<file path="src/rtl/ptr_agu_pkg.sv">
package ptr_agu_pkg;

    typedef enum logic [3:0] {
        AM_IND     = 4'd0,
        AM_INC     = 4'd1,
        AM_DEC     = 4'd2,
        AM_DISP    = 4'd3,
        AM_DIRECT  = 4'd4,
        AM_PGM_R0  = 4'd5,
        AM_PGM     = 4'd6,
        AM_PGM_INC = 4'd7,
        AM_PUSH    = 4'd8,
        AM_POP     = 4'd9
    } amode_e;

    typedef enum logic [1:0] {
        PS_X    = 2'd0,
        PS_Y    = 2'd1,
        PS_Z    = 2'd2,
        PS_NONE = 2'd3
    } psel_e;

    typedef enum logic [1:0] {
        AK_LOAD  = 2'd0,
        AK_STORE = 2'd1,
        AK_PROG  = 2'd2,
        AK_BAD   = 2'd3
    } acc_kind_e;

    localparam int PTR_COUNT = 3;
    localparam int SEL_W     = 2;

endpackage

</file>
<file path="src/rtl/ptr_agu_ea.sv">
module ptr_agu_ea
    import ptr_agu_pkg::*;
#(
    parameter int ADDR_W = 16,
    parameter int DISP_W = 6
) (
    input  logic [3:0]                  mode,
    input  logic [SEL_W-1:0]            sel,
    input  logic                        is_store,
    input  logic [DISP_W-1:0]           disp,
    input  logic [ADDR_W-1:0]           dir_addr,
    input  logic [PTR_COUNT*ADDR_W-1:0] ptr_regs,
    input  logic [ADDR_W-1:0]           sp_cur,
    output logic [ADDR_W-1:0]           ea,
    output acc_kind_e                   kind,
    output logic                        wb_en,
    output logic [SEL_W-1:0]            wb_sel,
    output logic [ADDR_W-1:0]           wb_val,
    output logic                        push_hit,
    output logic                        pop_hit
);

    localparam int PAD_W = ADDR_W - DISP_W;

    logic [ADDR_W-1:0] ptr_arr [PTR_COUNT];

    for (genvar g = 0; g < PTR_COUNT; g++) begin : g_unpack
        assign ptr_arr[g] = ptr_regs[g*ADDR_W +: ADDR_W];
    end

    psel_e             eff_sel;
    logic              sel_ok;
    logic [ADDR_W-1:0] base;
    logic [ADDR_W-1:0] base_inc;
    logic [ADDR_W-1:0] base_dec;
    logic [ADDR_W-1:0] base_dsp;
    acc_kind_e         data_kind;
    logic              is_pgm;

    always_comb begin
        is_pgm  = (mode == AM_PGM_R0) || (mode == AM_PGM) || (mode == AM_PGM_INC);
        eff_sel = is_pgm ? PS_Z : psel_e'(sel);
        sel_ok  = 1'b1;
        unique case (eff_sel)
            PS_X:    base = ptr_arr[0];
            PS_Y:    base = ptr_arr[1];
            PS_Z:    base = ptr_arr[2];
            default: begin
                base   = '0;
                sel_ok = 1'b0;
            end
        endcase
        base_inc  = base + 1'b1;
        base_dec  = base - 1'b1;
        base_dsp  = base + {{PAD_W{1'b0}}, disp};
        data_kind = is_store ? AK_STORE : AK_LOAD;
    end

    always_comb begin
        ea       = base;
        kind     = AK_BAD;
        wb_en    = 1'b0;
        wb_sel   = eff_sel;
        wb_val   = base;
        push_hit = 1'b0;
        pop_hit  = 1'b0;
        case (mode)
            AM_IND: begin
                if (sel_ok) kind = data_kind;
            end
            AM_INC: begin
                if (sel_ok) begin
                    kind   = data_kind;
                    wb_en  = 1'b1;
                    wb_val = base_inc;
                end
            end
            AM_DEC: begin
                if (sel_ok) begin
                    kind   = data_kind;
                    ea     = base_dec;
                    wb_en  = 1'b1;
                    wb_val = base_dec;
                end
            end
            AM_DISP: begin
                if (sel_ok && (eff_sel != PS_X)) begin
                    kind = data_kind;
                    ea   = base_dsp;
                end
            end
            AM_DIRECT: begin
                kind = data_kind;
                ea   = dir_addr;
            end
            AM_PGM_R0, AM_PGM: begin
                kind = AK_PROG;
            end
            AM_PGM_INC: begin
                kind   = AK_PROG;
                wb_en  = 1'b1;
                wb_val = base_inc;
            end
            AM_PUSH: begin
                kind     = AK_STORE;
                ea       = sp_cur;
                push_hit = 1'b1;
            end
            AM_POP: begin
                kind    = AK_LOAD;
                ea      = sp_cur + 1'b1;
                pop_hit = 1'b1;
            end
            default: kind = AK_BAD;
        endcase
    end

endmodule

</file>
<file path="src/rtl/ptr_agu_sp.sv">
module ptr_agu_sp #(
    parameter int          ADDR_W  = 16,
    parameter logic [15:0] SP_INIT = 16'h045F
) (
    input  logic              clk,
    input  logic              rst_n,
    input  logic              push_en,
    input  logic              pop_en,
    output logic [ADDR_W-1:0] sp_q
);

    localparam logic [ADDR_W-1:0] SP_RST = ADDR_W'(SP_INIT);

    always_ff @(posedge clk or negedge rst_n) begin
        if (!rst_n) begin
            sp_q <= SP_RST;
        end else if (push_en) begin
            sp_q <= sp_q - 1'b1;
        end else if (pop_en) begin
            sp_q <= sp_q + 1'b1;
        end
    end

    AST_SP_PUSH_DOWN: assert property (@(posedge clk) disable iff (!rst_n)
        push_en |=> (sp_q == ADDR_W'($past(sp_q) - 1'b1)));
    AST_SP_POP_UP: assert property (@(posedge clk) disable iff (!rst_n)
        (pop_en && !push_en) |=> (sp_q == ADDR_W'($past(sp_q) + 1'b1)));
    AST_SP_HOLD: assert property (@(posedge clk) disable iff (!rst_n)
        (!push_en && !pop_en) |=> $stable(sp_q));

endmodule

</file>
<file path="src/rtl/ptr_agu_ctrl.sv">
module ptr_agu_ctrl
    import ptr_agu_pkg::*;
#(
    parameter int ADDR_W = 16,
    parameter int REG_W  = 5
) (
    input  logic              clk,
    input  logic              rst_n,
    input  logic              req,
    input  logic              force_r0,
    input  logic [REG_W-1:0]  dst_reg,
    input  logic [ADDR_W-1:0] ea,
    input  acc_kind_e         kind,
    input  logic              wb_en_c,
    input  logic [SEL_W-1:0]  wb_sel_c,
    input  logic [ADDR_W-1:0] wb_val_c,
    output logic [ADDR_W-1:0] acc_addr,
    output logic              dmem_rd,
    output logic              dmem_wr,
    output logic              pmem_rd,
    output logic              ptr_wb_en,
    output logic [SEL_W-1:0]  ptr_wb_sel,
    output logic [ADDR_W-1:0] ptr_wb_val,
    output logic [REG_W-1:0]  dst_out,
    output logic              bad_req
);

    typedef enum logic {
        ST_IDLE  = 1'b0,
        ST_ISSUE = 1'b1
    } st_e;

    st_e state_q;
    st_e state_d;

    always_ff @(posedge clk or negedge rst_n) begin
        if (!rst_n) state_q <= ST_IDLE;
        else        state_q <= state_d;
    end

    always_comb begin
        unique case (state_q)
            ST_IDLE:  state_d = req ? ST_ISSUE : ST_IDLE;
            ST_ISSUE: state_d = req ? ST_ISSUE : ST_IDLE;
            default:  state_d = ST_IDLE;
        endcase
    end

    always_ff @(posedge clk or negedge rst_n) begin
        if (!rst_n) begin
            acc_addr   <= '0;
            dmem_rd    <= 1'b0;
            dmem_wr    <= 1'b0;
            pmem_rd    <= 1'b0;
            ptr_wb_en  <= 1'b0;
            ptr_wb_sel <= '0;
            ptr_wb_val <= '0;
            dst_out    <= '0;
            bad_req    <= 1'b0;
        end else if (state_d == ST_ISSUE) begin
            acc_addr   <= ea;
            dmem_rd    <= (kind == AK_LOAD);
            dmem_wr    <= (kind == AK_STORE);
            pmem_rd    <= (kind == AK_PROG);
            bad_req    <= (kind == AK_BAD);
            ptr_wb_en  <= wb_en_c && (kind != AK_BAD);
            ptr_wb_sel <= wb_sel_c;
            ptr_wb_val <= wb_val_c;
            dst_out    <= force_r0 ? '0 : dst_reg;
        end else begin
            dmem_rd    <= 1'b0;
            dmem_wr    <= 1'b0;
            pmem_rd    <= 1'b0;
            bad_req    <= 1'b0;
            ptr_wb_en  <= 1'b0;
        end
    end

    AST_ONE_STROBE: assert property (@(posedge clk) disable iff (!rst_n)
        $onehot0({dmem_rd, dmem_wr, pmem_rd, bad_req}));
    AST_IDLE_QUIET: assert property (@(posedge clk) disable iff (!rst_n)
        (state_q == ST_IDLE) |-> !(dmem_rd || dmem_wr || pmem_rd || ptr_wb_en || bad_req));
    AST_WB_STEP: assert property (@(posedge clk) disable iff (!rst_n)
        ptr_wb_en |-> ((ptr_wb_val == acc_addr) || (ptr_wb_val == ADDR_W'(acc_addr + 1'b1))));
    AST_WB_WITH_ACCESS: assert property (@(posedge clk) disable iff (!rst_n)
        ptr_wb_en |-> (dmem_rd || dmem_wr || pmem_rd));
    AST_BAD_NO_WB: assert property (@(posedge clk) disable iff (!rst_n)
        bad_req |-> !ptr_wb_en);

endmodule

</file>
<file path="src/rtl/ptr_agu.sv">
module ptr_agu
    import ptr_agu_pkg::*;
#(
    parameter int          ADDR_W  = 16,
    parameter int          DISP_W  = 6,
    parameter int          REG_W   = 5,
    parameter logic [15:0] SP_INIT = 16'h045F
) (
    input  logic                        clk,
    input  logic                        rst_n,
    input  logic                        req,
    input  logic [3:0]                  mode,
    input  logic [1:0]                  ptr_sel,
    input  logic                        is_store,
    input  logic [DISP_W-1:0]           disp,
    input  logic [ADDR_W-1:0]           dir_addr,
    input  logic [REG_W-1:0]            dst_reg,
    input  logic [PTR_COUNT*ADDR_W-1:0] ptr_regs,
    output logic [ADDR_W-1:0]           acc_addr,
    output logic                        dmem_rd,
    output logic                        dmem_wr,
    output logic                        pmem_rd,
    output logic                        ptr_wb_en,
    output logic [1:0]                  ptr_wb_sel,
    output logic [ADDR_W-1:0]           ptr_wb_val,
    output logic [REG_W-1:0]            dst_out,
    output logic                        bad_req
);

    logic [ADDR_W-1:0] sp_cur;
    logic [ADDR_W-1:0] ea_c;
    acc_kind_e         kind_c;
    logic              wb_en_c;
    logic [SEL_W-1:0]  wb_sel_c;
    logic [ADDR_W-1:0] wb_val_c;
    logic              push_hit;
    logic              pop_hit;
    logic              push_en;
    logic              pop_en;
    logic              force_r0;

    assign push_en  = req && push_hit;
    assign pop_en   = req && pop_hit;
    assign force_r0 = (mode == AM_PGM_R0);

    ptr_agu_ea #(
        .ADDR_W (ADDR_W),
        .DISP_W (DISP_W)
    ) u_ea (
        .mode     (mode),
        .sel      (ptr_sel),
        .is_store (is_store),
        .disp     (disp),
        .dir_addr (dir_addr),
        .ptr_regs (ptr_regs),
        .sp_cur   (sp_cur),
        .ea       (ea_c),
        .kind     (kind_c),
        .wb_en    (wb_en_c),
        .wb_sel   (wb_sel_c),
        .wb_val   (wb_val_c),
        .push_hit (push_hit),
        .pop_hit  (pop_hit)
    );

    ptr_agu_sp #(
        .ADDR_W  (ADDR_W),
        .SP_INIT (SP_INIT)
    ) u_sp (
        .clk     (clk),
        .rst_n   (rst_n),
        .push_en (push_en),
        .pop_en  (pop_en),
        .sp_q    (sp_cur)
    );

    ptr_agu_ctrl #(
        .ADDR_W (ADDR_W),
        .REG_W  (REG_W)
    ) u_ctrl (
        .clk        (clk),
        .rst_n      (rst_n),
        .req        (req),
        .force_r0   (force_r0),
        .dst_reg    (dst_reg),
        .ea         (ea_c),
        .kind       (kind_c),
        .wb_en_c    (wb_en_c),
        .wb_sel_c   (wb_sel_c),
        .wb_val_c   (wb_val_c),
        .acc_addr   (acc_addr),
        .dmem_rd    (dmem_rd),
        .dmem_wr    (dmem_wr),
        .pmem_rd    (pmem_rd),
        .ptr_wb_en  (ptr_wb_en),
        .ptr_wb_sel (ptr_wb_sel),
        .ptr_wb_val (ptr_wb_val),
        .dst_out    (dst_out),
        .bad_req    (bad_req)
    );

    AST_NO_X_DISP: assert property (@(posedge clk) disable iff (!rst_n)
        (req && (mode == AM_DISP) && (ptr_sel == PS_X)) |=> bad_req);
    AST_PGM_NOT_DATA: assert property (@(posedge clk) disable iff (!rst_n)
        (req && (mode >= AM_PGM_R0) && (mode <= AM_PGM_INC)) |=> (pmem_rd && !dmem_wr && !dmem_rd));

endmodule

</file>
<file path="config.mk">
export PLATFORM = sky130hd
export DESIGN_NAME = ptr_agu
export DESIGN_NICKNAME = d
export VERILOG_FILES = /design/src/rtl/ptr_agu_pkg.sv /design/src/rtl/ptr_agu_ea.sv /design/src/rtl/ptr_agu_sp.sv /design/src/rtl/ptr_agu_ctrl.sv /design/src/rtl/ptr_agu.sv
export SDC_FILE = /design/constraint.sdc
export NUM_CORES = 1
export LEC_CHECK = 0
export ABC_AREA = 1
export BUFFER_PORTS_ARGS = -buffer_cell sky130_fd_sc_hd__buf_2
export CAP_MARGIN = 10
export CORE_MARGIN = 1.5
export CORE_UTILIZATION = 52
export CTS_CLUSTER_SIZE = 12
export DETAILED_ROUTE_END_ITERATION = 6
export GPL_ROUTABILITY_DRIVEN = 0
export PLACE_DENSITY_LB_ADDON = 0.15
export SLEW_MARGIN = 20
export SYNTH_ARGS = -nofsm -noshare
export SYNTH_HDL_FRONTEND = slang
export SYNTH_SLANG_ARGS = --single-unit
</file>
<file path="constraint.sdc">
create_clock -name clk -period 2.91 [get_ports clk]
set_input_delay 0.1455 -clock clk [delete_from_list [all_inputs] [get_ports clk]]
set_output_delay 0.1455 -clock clk [all_outputs]
set_load 0.05 [all_outputs]
</file>
==> results of run 1 <==
-- final cells by class --
class / instances / area share, %
Multi-Input combinational cell: 703 / 52.31
Sequential cell: 60 / 20.19
Timing Repair Buffer: 200 / 15.82
Inverter: 95 / 4.767
Clock buffer: 10 / 3.061
Tap cell: 140 / 2.342
Clock inverter: 6 / 1.506
-- state kept, by name (all words and copies together), names as in the netlist --
name / cells
u_ctrl.ptr_wb_val: 16
u_ctrl.dst_out: 5
u_ctrl.acc_addr: 16
u_ctrl.ptr_wb_en: 1
u_ctrl.pmem_rd: 1
u_sp.sp_q: 16
u_ctrl.dmem_wr: 1
u_ctrl.ptr_wb_sel: 2
u_ctrl.dmem_rd: 1
u_ctrl.bad_req: 1
-- worst max-delay path by stage --
stage                     startpoint             endpoint  slack, ps
after detailed placement     mode[3]  u_ctrl.acc_addr[11]       -170
after global routing         mode[3]  u_ctrl.acc_addr[13]       -0.3
after CTS                    mode[3]  u_ctrl.acc_addr[13]        150
after global placement       mode[3]  u_ctrl.acc_addr[11]        -70
after floorplan              mode[0]  u_ctrl.acc_addr[10]         20
final                        mode[0]  u_ctrl.acc_addr[15]        290
-- where the power goes --
part / total [uW] / switching (uW) / leakage (uW) / internal (uW)
Combinational: 1730 / 1170 / 0.00292 / 560
Sequential: 1200 / 175 / 0.000739 / 1030
Clock: 1270 / 435 / 0.000167 / 839
Total: 4210 / 1780 / 0.00383 / 2430
-- worst max-delay path, delay by kind of cell --
family | cells | cell delay [ps]
simple gates | 14 | 1210
buf+inv | 7 | 860
fa+ha+maj | 2 | 500
compound gates | 1 | 130
-- per-layer routing --
metal	routed length, um	GRT usage [%]
met5	0	0
met4	419	12.71
met3	1594	4.292
met2	8972	53.73
met1	8269	44.49
-- timing repair --
action,CTS,global route
hold endpoints to repair,17,0
setup buffers,0,1
resized for setup,0,8
setup endpoints to repair,0,15
hold buffers,1,0
-- metrics by stage --
step,cells,hold slack (ps),total power [uW],instance area (um^2),setup WS (ps)
after floorplan,890,-150.1,2409,5986,17.09
after detailed placement,1196,173.9,2892,7073,-168.7
final,1214,36.58,4207,7480,285.4
after CTS,1213,32.14,4175,7425,151.9
after global placement,1196,177.4,2880,7073,-69.61
after global routing,1214,47.34,4437,7480,-0.2793
-- kinds of logic (layout without fill, tap and decap cells) --
family          after synthesis  after routing
xor+xnor                     12             12
fa+ha+maj                    16             16
flops                        60             60
buf+inv                     127            311
simple gates                526            526
compound gates              149            149
-- Yosys cell counts (2+ instances only) --
cell,number
a211oi_1,5
xor2_1,11
nor3_4,2
buf_8,2
clkbuf_1,11
buf_4,3
a221oi_1,3
nand3_2,12
nor2_2,13
inv_1,77
nor2_8,3
nor2_1,61
a21oi_1,52
ha_1,15
a31oi_1,6
nand2_4,10
buf_6,6
dfstp_2,7
nand4_1,19
inv_2,16
dfrtp_1,53
buf_2,7
nand3_4,6
o21ai_1,10
buf_12,2
o221ai_1,5
o21ai_0,49
o211ai_1,9
nand2_1,260
nor2_4,12
nor3_2,5
nor4_1,2
nand2_2,20
nor3_1,5
clkinv_1,2
nand3_1,92
==> summary.txt, run 1 <==
Setup path
  – Worst path required time: around 3100 ps
  – Element type at the critical path end: flip-flop
  – CP cell instances: buf_2 -> nor2_2 -> nor2_4 -> nor2_4 -> inv_1 -> buf_4 -> ha_1 -> inv_2 -> buf_4 -> nand2_2 -> inv_1 -> ha_1 -> a21oi_1 -> nand3_1 -> nand2_1 -> nand2_1 -> nand2_2 -> inv_1 -> nand2_1 -> nand2_1 -> nand3_1 -> nand3_1 -> nand2_1 -> nand2_1
  – Crit path kind: in2reg
  – Slowest CP cell: ha_1
  – Reg-to-reg endpoint: u_ctrl.acc_addr[14]
  – R2r setup slk: 620 ps
  – Max stage delay on crit path: 280 ps
  – Arr. time, crit path: 2850 ps
  – Crit-path max FO: 7
  – Reg2reg path depth: 11
  – RR Startpoint: u_sp.sp_q[0]
  – Cell repeated most along the worst path: nand2_1
  – Startpoint types: input port

Cells and area
  – P&R area growth vs syn: 25.43%
  – Post-layout util: 67.81%
  – Final #Nets: 1170
  – Fillcell total: ~990
  – Most frequent cells in the layout: 258 x nand2_1, 128 x buf_2, 92 x nand3_1
  – Area of the multi-input gates: around 3900 um^2
  – Commonest non-fill, non-tap cell in the layout: nand2_1
  – Register area: 1510 um^2
  – Fraction of layout cells with a size suffix above 1: a little over 30%
  – ANT cells: 0

Global route
  – Initial antenna violation count: 0
  – First-pass GRT wire length: 30.67 mm
  – Largest net degree at the start of global routing: 49
  – Grt ovf: 0
  – Number of global-route vias before repair: 6283
  – GRT Util Overall: 32.96%

Drt
  – Drt pass-1 iters: 5
  – Initial DRC Count: roughly 570
  – Vias per Instance: 5.564
  – DRT antenna net count: 0
  – Detailed Route WL: 19.26 mm
  – Drt wl/cell: 15.86 um
  – Routed vias: 6755
  – DRC Markers: 0

Logic synthesis
  – Post-synthesis sequential area ratio: 25.33%
  – Cell Area, Synth: 5963 um^2
  – Async S/R FF share, synth: 100.0%
  – Register bit total from synthesis: 60
  – Synth top area share: 22.24%
  – Post-Synth XOR/XNOR Area: about 1.8%
  – Simple-gate share of the synthesized area: a little under half
  – Synth Area in Compound Gates: 14.37%
  – Largest family of logic cells by synthesized area: simple AND/OR/NAND/NOR gates
  – Yosys top cell by area: dfrtp_1
  – Mux contribution to synthesized area: 0%
  – Synth top area cells: dfrtp_1 22%, nand2_1 16%, nand3_1 7.7%, inv_1 4.8%, a21oi_1 4.4%
  – Yosys cell types: 53
  – Syn Area/Cell: 6.700 um^2
  – Primary FF master, synth: dfrtp_1
  – Adder-cell share of the synthesized area: 3.483%
  – Synth warn: 0
  – Post-synth EDFFs: 0
  – Cells after synthesis: 890
  – Syn Nets: 991

Flow run
  – Max-cap viol count: 0

Power
  – Power Density: 562.5 nW/um^2
  – Max IR drop VDD: 0.3881 mV
  – Leakage: 0.003830 uW

Clocking
  – H-tree depth: 3
  – Clk slew on worst S/H paths: 60 ps
  – Clock Tree Root: clkbuf_16
  – CTS tree: built
  – CTS Sinks: 60
  – Worst-case clock buffer depth: 2
  – Clock latency on the worst-skew pair: between 300 and 400 ps
  – Number of CTS-inserted buffers: 9

Placed design
  – DP Wirelength: 14.73 mm
  – Buffers on Ports: 128

Min path
  – Hold endpoint: u_ctrl.dst_out[0]
  – Hold Crit Depth: 3
  – Hold_sp: dst_reg[0]
  – Hold Crit Class: in2reg

STA
  – Tcrit/Tclk final: 90.19%
  – Fmax: ~380 MHz
  – Max Transition Viols Final: 0
  – Fin crit period: 2625 ps
  – Setup TNS: 0 ps
  – Clock skew: 11.09 ps
  – Slew @ Worst Pin: just over 600 ps
  – Max-slew headroom: 58.62%
  – Final setup violating endpoints: 0
  – Final Hold Viols: 0

Floorplan
  – Chip Height: 110.1 um
  – Die width: ~110 um
  – Die area: 12120 um^2
  – Initial Util: 54.06%
  – FP Rows: 38
  – Top-level I/O count: between 100 and 150
  – Core footprint: 11030 um^2

Outcome
  – Status: completed
Note: power is estimated with default switching activity, not from simulation.
==> inputs of run 2 (changes only) <==
Settings changed: CORE_UTILIZATION 52 to 40, SLEW_MARGIN 20 to 40.
Clock period 2.91 ns to 2.6 ns, I/O delays scaled along.
==> run 2 against run 1 <==
Wire length up 3.2%. Hold slack worse by 28 ps. Total power up 10%. Final area up 5.6%. Core utilization down 13 points. Register-to-register slack worse by 290 ps. Sequential share of layout area down 1.1 points. Cell count up 6.3%. Non-clock buffer count up 32. Worst setup slack worse by 95 ps. Via count down 0.99%.
==> summary.txt, run 2 (synthesized netlist as in run 1, its figures left out) <==
Drt
  – DRT antenna net count: 0 (unchanged)
  – Vias per Instance: 5.184 (-6.8%)
  – DRC Markers: 0 (unchanged)
  – Routed vias: 6688 (-0.99%)
  – Drt pass-1 iters: 5 (unchanged)
  – Detailed Route WL: 19.86 mm (+3.2%)
  – Drt wl/cell: 15.40 um (-2.9%)
  – Initial DRC Count: 448 (-21%)

Placed design
  – Area post-placement: 7512 um^2 (+6.2%)
  – DP Wirelength: 15.70 mm (+6.6%)
  – Buffers on Ports: 128 (unchanged)

Cells and area
  – P&R area growth vs syn: 32.44%
  – ANT cells: 0 (unchanged)
  – Fillcell total: 1480 (+49%)
  – Register area: 1510 um^2 (unchanged)
  – Commonest non-fill, non-tap cell in the layout: nand2_1
  – Largest registers: u_ctrl.acc_addr (16), u_ctrl.ptr_wb_val (16), u_sp.sp_q (16)
  – Fraction of layout cells with a size suffix above 1: 34.99% (+4.0 points)
  – Final Instance Area: 7898 um^2 (+5.6%)
  – Most frequent cells in the layout: 254 x nand2_1, 128 x buf_2, 99 x buf_4
  – Post-layout util: 54.34% (-13 points)
  – Area of the multi-input gates: 4024 um^2 (+2.8%)
  – Final #Nets: 1202 (+2.7%)

Global route
  – Initial antenna violation count: 0 (unchanged)
  – Largest net degree at the start of global routing: 49 (unchanged)
  – Number of global-route vias before repair: 6351 (+1.1%)
  – First-pass GRT wire length: 32.16 mm (+4.9%)
  – Grt ovf: 0 (unchanged)
  – GRT Util Overall: 25.70% (-7.3 points)

Clocking
  – Clk slew on worst S/H paths: 50 ps (about the same)
  – CTS tree: built
  – H-tree depth: 3 (unchanged)
  – CTS Sinks: 60 (unchanged)
  – Number of CTS-inserted buffers: 9 (unchanged)
  – Clock latency on the worst-skew pair: 350 ps (about the same)
  – Clock Tree Root: clkbuf_16
  – Worst-case clock buffer depth: 2 (unchanged)

Min path
  – Hold_sp: dst_reg[2]
  – Hold Crit Class: in2reg

Power
  – Power Density: 587.2 nW/um^2 (+4.4%)
  – Switch Pwr: 1988 uW (+12%)
  – Clk pwr share: 26.9% (-3.4 points)
  – Max IR drop VDD: 0.4153 mV (+7.0%)
  – Combinational Power Share: 44.0% (+2.9 points)
  – Cell-internal power: 2649 uW (+9.2%)
  – Sequential power share: 29.1% (+0.5 points)
  – Leakage: 0.004003 uW (+4.5%)
  – Switch share: 42.87% (+0.55 points)

STA
  – Max Transition Viols Final: 0 (unchanged)
  – Fmax: 415.0 MHz
  – RSZ-0062 raised after global routing: false
  – Setup TNS: 0 ps (unchanged)
  – Hold Slack: 8.092 ps (-28.49 ps)
  – Final setup violating endpoints: 0 (unchanged)
  – Slew @ Worst Pin: 603.0 ps (-17.01 ps)
  – Max-slew headroom: 59.76% (+1.1 points)
  – Fin crit period: 2409 ps
  – Final Hold Viols: 0 (unchanged)
  – Clock skew: 6.896 ps (-4.193 ps)
  – Tcrit/Tclk final: 92.67%

Floorplan
  – Initial Util: 41.03% (-13 points)
  – FP Rows: 44 (+16%)
  – Die area: 15650 um^2 (+29%)
  – Top-level I/O count: 129 (unchanged)
  – Chip Height: 125.1 um (+14%)
  – Core footprint: 14530 um^2 (+32%)
  – Die width: 125.1 um (+14%)

Setup path
  – Max stage delay on crit path: 240 ps (-40 ps)
  – Critical path's top delay family: simple AND/OR/NAND/NOR gates
  – RR Startpoint: u_sp.sp_q[0]
  – Startpoint types: input port
  – Crit-path max FO: 11 (+4)
  – Arr. time, crit path: 2650 ps (-200 ps)
  – CP bufs+invs: 6 (-1)
  – Slowest CP cell: ha_4
  – Element type at the critical path end: flip-flop
  – Worst path required time: 2840 ps (-300 ps)
  – Setup crit start: mode[0]
  – Cell repeated most along the worst path: nand2_1
  – CP cell instances: buf_2 -> nor2_4 -> nor2_4 -> inv_2 -> nand2_4 -> ha_1 -> buf_4 -> buf_6 -> nand2_1 -> nand3_4 -> nand2_4 -> inv_4 -> ha_4 -> a21oi_1 -> o21ai_1 -> nor2_1 -> nor2_2 -> buf_4 -> nand2_1 -> nand2_1 -> nand3_1 -> nand3_1 -> nand2_1 -> nand2_1
  – Crit path kind: in2reg

Flow run
  – Max-cap viol count: 0 (unchanged)

Outcome
  – Status: completed
[run 2: cell count changes in the layout (fill, tap and decap cells not counted), sizes merged]
cell      before  now
buf          199  231
clkbuf        10   12
bufinv         3    1
clkinvlp       0    1
clkinv         5    4
[run 2: power groups by stage]
stage | combinational, uW | sequential, uW | clock (uW)
floorplan | 1130 | 1590 | 0
global placement | 2000 | 1360 | 0
detailed placement | 2000 | 1350 | 0
CTS | 2020 | 1340 | 1260
global route | 2240 | 1380 | 1300
finish | 2040 | 1350 | 1250
[run 2: metrics by stage]
stage / cells / total power (uW) / setup WS [ps]
after floorplan: 890 / 2726 / -37.22
after global placement: 1272 / 3356 / -238.7
after detailed placement: 1272 / 3354 / -257.7
after CTS: 1289 / 4620 / 97.52
after global routing: 1290 / 4919 / 5.273
final: 1290 / 4638 / 190.6
[run 2: metal layers]
| metal | wire [um] | vias up | GRT usage [%] |
|---|---|---|---|
| met5 | 0 | - | 0 |
| met4 | 461 | 0 | 9.960 |
| met3 | 1441 | 24 | 3.509 |
| met2 | 9136 | 250 | 41.79 |
| met1 | 8825 | 3044 | 34.72 |
| li1 | - | 3370 | - |
[run 2: worst paths after layout]
path / to / slack, ps / cells after the start
max in group asynchronous: u_sp.sp_q[1] / 1500 / 3
hold / removal: u_ctrl.dst_out[2] / 8 / 3
hold reg to reg: u_ctrl.ptr_wb_val[9] / 470 / 2
setup reg to reg: u_ctrl.acc_addr[14] / 330 / 11
min in group asynchronous: u_ctrl.ptr_wb_val[10] / 330 / 2
setup / recovery: u_ctrl.acc_addr[8] / 190 / 24
[run 2: final cells by class]
type	instances	area share, %
Multi-Input combinational cell	703	50.95
Timing Repair Buffer	232	18.55
Clock inverter	4	0.6020
Sequential cell	60	19.12
Inverter	95	4.610
Tap cell	184	2.915
Clock buffer	12	3.248
[run 2: timing repair]
item,4_1_cts,5_1_grt
gates resized for setup,0,18
setup endpoints to repair,0,18
setup buffers,0,1
endpoints found under the hold margin,21,0
hold buffers,1,0
[run 2: worst register-to-register path: cells and delay by family (launching register included)]
kind / cells / cell delay, ps
xor gates and xnor gates: 1 / 190
AOI/OAI and AO/OA: 1 / 150
and+or+nand+nor: 7 / 940
DFF: 1 / 580
buffers and inverters: 1 / 120
adders and majority gates: 1 / 190
==> inputs of run 3 (changes only) <==
Settings changed: CORE_MARGIN 1.5 to 2.
Clock period 2.6 ns to 2.2 ns, I/O delays scaled along.
==> run 3 against run 2 <==
Highest routed layer unchanged. First-iteration DRC count rose by 23%. Largest power group unchanged. Global-route usage grew 2.3 points. Register-to-register slack worse by 290 ps. Non-clock buffer count is 62 higher. Total power up 33%. Die area is 1.6% higher. The flow now finishes with violations (negative setup slack). Clock skew grew 7.9 ps. Sequential share of layout area fell by 2.6 points. Core utilization rose by 8.6 points. Worst setup slack lost 410 ps. Clock power rose by 31%.
==> summary.txt, run 3 (synthesized netlist as in run 1, its figures left out) <==
STA
  – Max-slew headroom: 59.45% (-0.31 points)
  – Final setup violating endpoints: 27 (+27)
  – Final Hold Viols: 0 (unchanged)
  – Setup TNS: -3931 ps (-3931 ps)
  – Tcrit/Tclk final: 110.0%
  – Fmax: between 400 and 500 MHz
  – Max Transition Viols Final: 0 (unchanged)
  – RSZ-0062 raised after global routing: true
  – Hold Slack: 74.21 ps (+66.12 ps)
  – Final WS setup: -220.1 ps (-410.6 ps)
  – Slew @ Worst Pin: 608.2 ps (+5.249 ps)
  – Fin crit period: 2420 ps
  – Clock skew: 14.76 ps (+7.869 ps)

Clocking
  – Worst-case clock buffer depth: 2 (unchanged)
  – Clock Tree Root: clkbuf_16
  – CTS tree: built
  – Clock latency on the worst-skew pair: 360 ps (about the same)
  – Clk slew on worst S/H paths: 70 ps (+20 ps)
  – H-tree depth: 3 (unchanged)
  – Number of CTS-inserted buffers: 9 (unchanged)
  – CTS Sinks: 60 (unchanged)

Power
  – Max IR drop VDD: 0.4127 mV (-0.61%)
  – Power Density: 673.7 nW/um^2 (+15%)
  – Leakage: 0.004502 uW (+12%)

Placed design
  – Setup WS pre-CTS: -616.8 ps (-359.1 ps)
  – Placed Instances: 1289 (+1.3%)
  – DP Wirelength: 16.66 mm (+6.1%)
  – Buffers on Ports: 128 (unchanged)

Min path
  – Hold Crit Class: in2reg

Setup path
  – Crit-path max FO: 6 (-5)
  – CP bufs+invs: 11 (+5)
  – Max stage delay on crit path: 240 ps (about the same)
  – Slowest CP cell: nor2_4
  – Arr. time, crit path: 2720 ps (+70 ps)
  – Element type at the critical path end: flip-flop
  – Crit path kind: in2reg
  – Startpoint types: input port
  – Worst path required time: 2500 ps (-340 ps)
  – Critical path's top delay family: simple AND/OR/NAND/NOR gates

Global route
  – Grt ovf: 0 (unchanged)
  – Number of global-route vias before repair: 7029 (+11%)
  – Initial antenna violation count: 0 (unchanged)
  – GRT Util Overall: 27.98% (+2.3 points)
  – First-pass GRT wire length: 35.78 mm (+11%)
  – Largest net degree at the start of global routing: 54 (+10%)

Drt
  – DRC Markers: 0 (unchanged)
  – DRT antenna net count: 0 (unchanged)
  – Initial DRC Count: 551 (+23%)
  – Routed vias: 7226 (+8.0%)
  – Detailed Route WL: 23.17 mm (+17%)
  – Vias per Instance: 5.349 (+3.2%)
  – Drt wl/cell: 17.15 um (+11%)
  – Drt pass-1 iters: 5 (unchanged)

Outcome
  – Failing checks: negative setup slack
  – Status: complete, but fails checks

Cells and area
  – Final #Nets: 1264 (+5.2%)
  – P&R area growth vs syn: 53.40%
  – Most frequent cells in the layout: 228 x nand2_1, 133 x buf_4, 125 x buf_2
  – Largest registers: u_ctrl.acc_addr (16), u_ctrl.ptr_wb_val (16), u_sp.sp_q (16)
  – Fillcell total: 1300 (-12%)
  – Non-filler cells, final: 1351 (+4.7%)
  – ANT cells: 0 (unchanged)
  – Post-layout util: 62.94% (+8.6 points)
  – Fraction of layout cells with a size suffix above 1: 45.24% (+10 points)
  – Commonest non-fill, non-tap cell in the layout: nand2_1

Floorplan
  – Die width: 126.1 um (+0.80%)
  – Core footprint: 14530 um^2 (unchanged)
  – Initial Util: 41.03% (unchanged)
  – Top-level I/O count: 129 (unchanged)
  – Chip Height: 126.1 um (+0.80%)
  – Die area: 15900 um^2 (+1.6%)
  – FP Rows: 44 (unchanged)

Flow run
  – Max-cap viol count: 0 (unchanged)
run 3: cell types whose count changed in the layout (fill, tap and decap cells not counted), sizes merged:
cell / before / now
buf: 231 / 287
dlygate4sd3: 1 / 6
bufinv: 1 / 2
clkinv: 4 / 3
clkinvlp: 1 / 2
inv: 93 / 92
run 3: final timing paths:
path,slack (ps),start,cells past startpoint,endpoint
setup / recovery,-220,mode[3],27,u_ctrl.acc_addr[13]
hold / removal,70,is_store,4,u_ctrl.dmem_rd
setup reg to reg,40,u_sp.sp_q[0],12,u_ctrl.acc_addr[9]
hold reg to reg,470,u_ctrl.ptr_wb_val[6],2,u_ctrl.ptr_wb_val[6]
max in group asynchronous,1200,rst_n,3,u_sp.sp_q[10]
min in group asynchronous,290,rst_n,2,u_ctrl.ptr_wb_val[3]
run 3: where the power goes:
part / internal, uW / leakage, uW / switching, uW
sequential: 1360 / 0.000739 / 205
clock: 1050 / 0.000158 / 590
combinational: 1120 / 0.00360 / 1840
total: 3530 / 0.00450 / 2630
run 3: final cells by class:
cell class | instances | area [um^2] | share of cell area [%]
Multi-Input combinational cell | 703 | 4582 | 50.09
Timing Repair Buffer | 294 | 2107 | 23.03
Sequential cell | 60 | 1510 | 16.51
Inverter | 95 | 392.9 | 4.295
Clock buffer | 11 | 252.7 | 2.763
Tap cell | 184 | 230.2 | 2.517
Clock inverter | 4 | 72.57 | 0.7933
run 3: worst register-to-register path: cells and delay by family, from the launching register on:
kind / cells / cell delay (ps)
flops: 1 / 530
buf+inv: 2 / 310
simple gates: 10 / 1220
run 3: layer usage:
layer | up-vias | part of all wire (%) | track usage (%)
met5 | - | 0 | 0
met4 | 0 | 3.2 | 9.502
met3 | 58 | 5.3 | 5.140
met2 | 256 | 50 | 48.07
met1 | 3418 | 42 | 35.35
li1 | 3494 | - | -
run 3: through the flow:
| stage | instance area (um^2) | total power [uW] |
|---|---|---|
| detailed placement | 7745 | 4102 |
| finish | 9148 | 6163 |
| global placement | 7745 | 4092 |
| global route | 9148 | 6491 |
| floorplan | 6206 | 3255 |
| CTS | 8499 | 5867 |
run 3: what timing repair did:
action | in CTS | in global routing
buffers inserted | 18 | 25
pin swaps | 45 | 73
hold endpoints to repair | 22 | 0
gates resized for setup | 55 | 121
hold buffers | 6 | 0
cloned | 1 | 1
endpoints found under the setup margin | 26 | 27
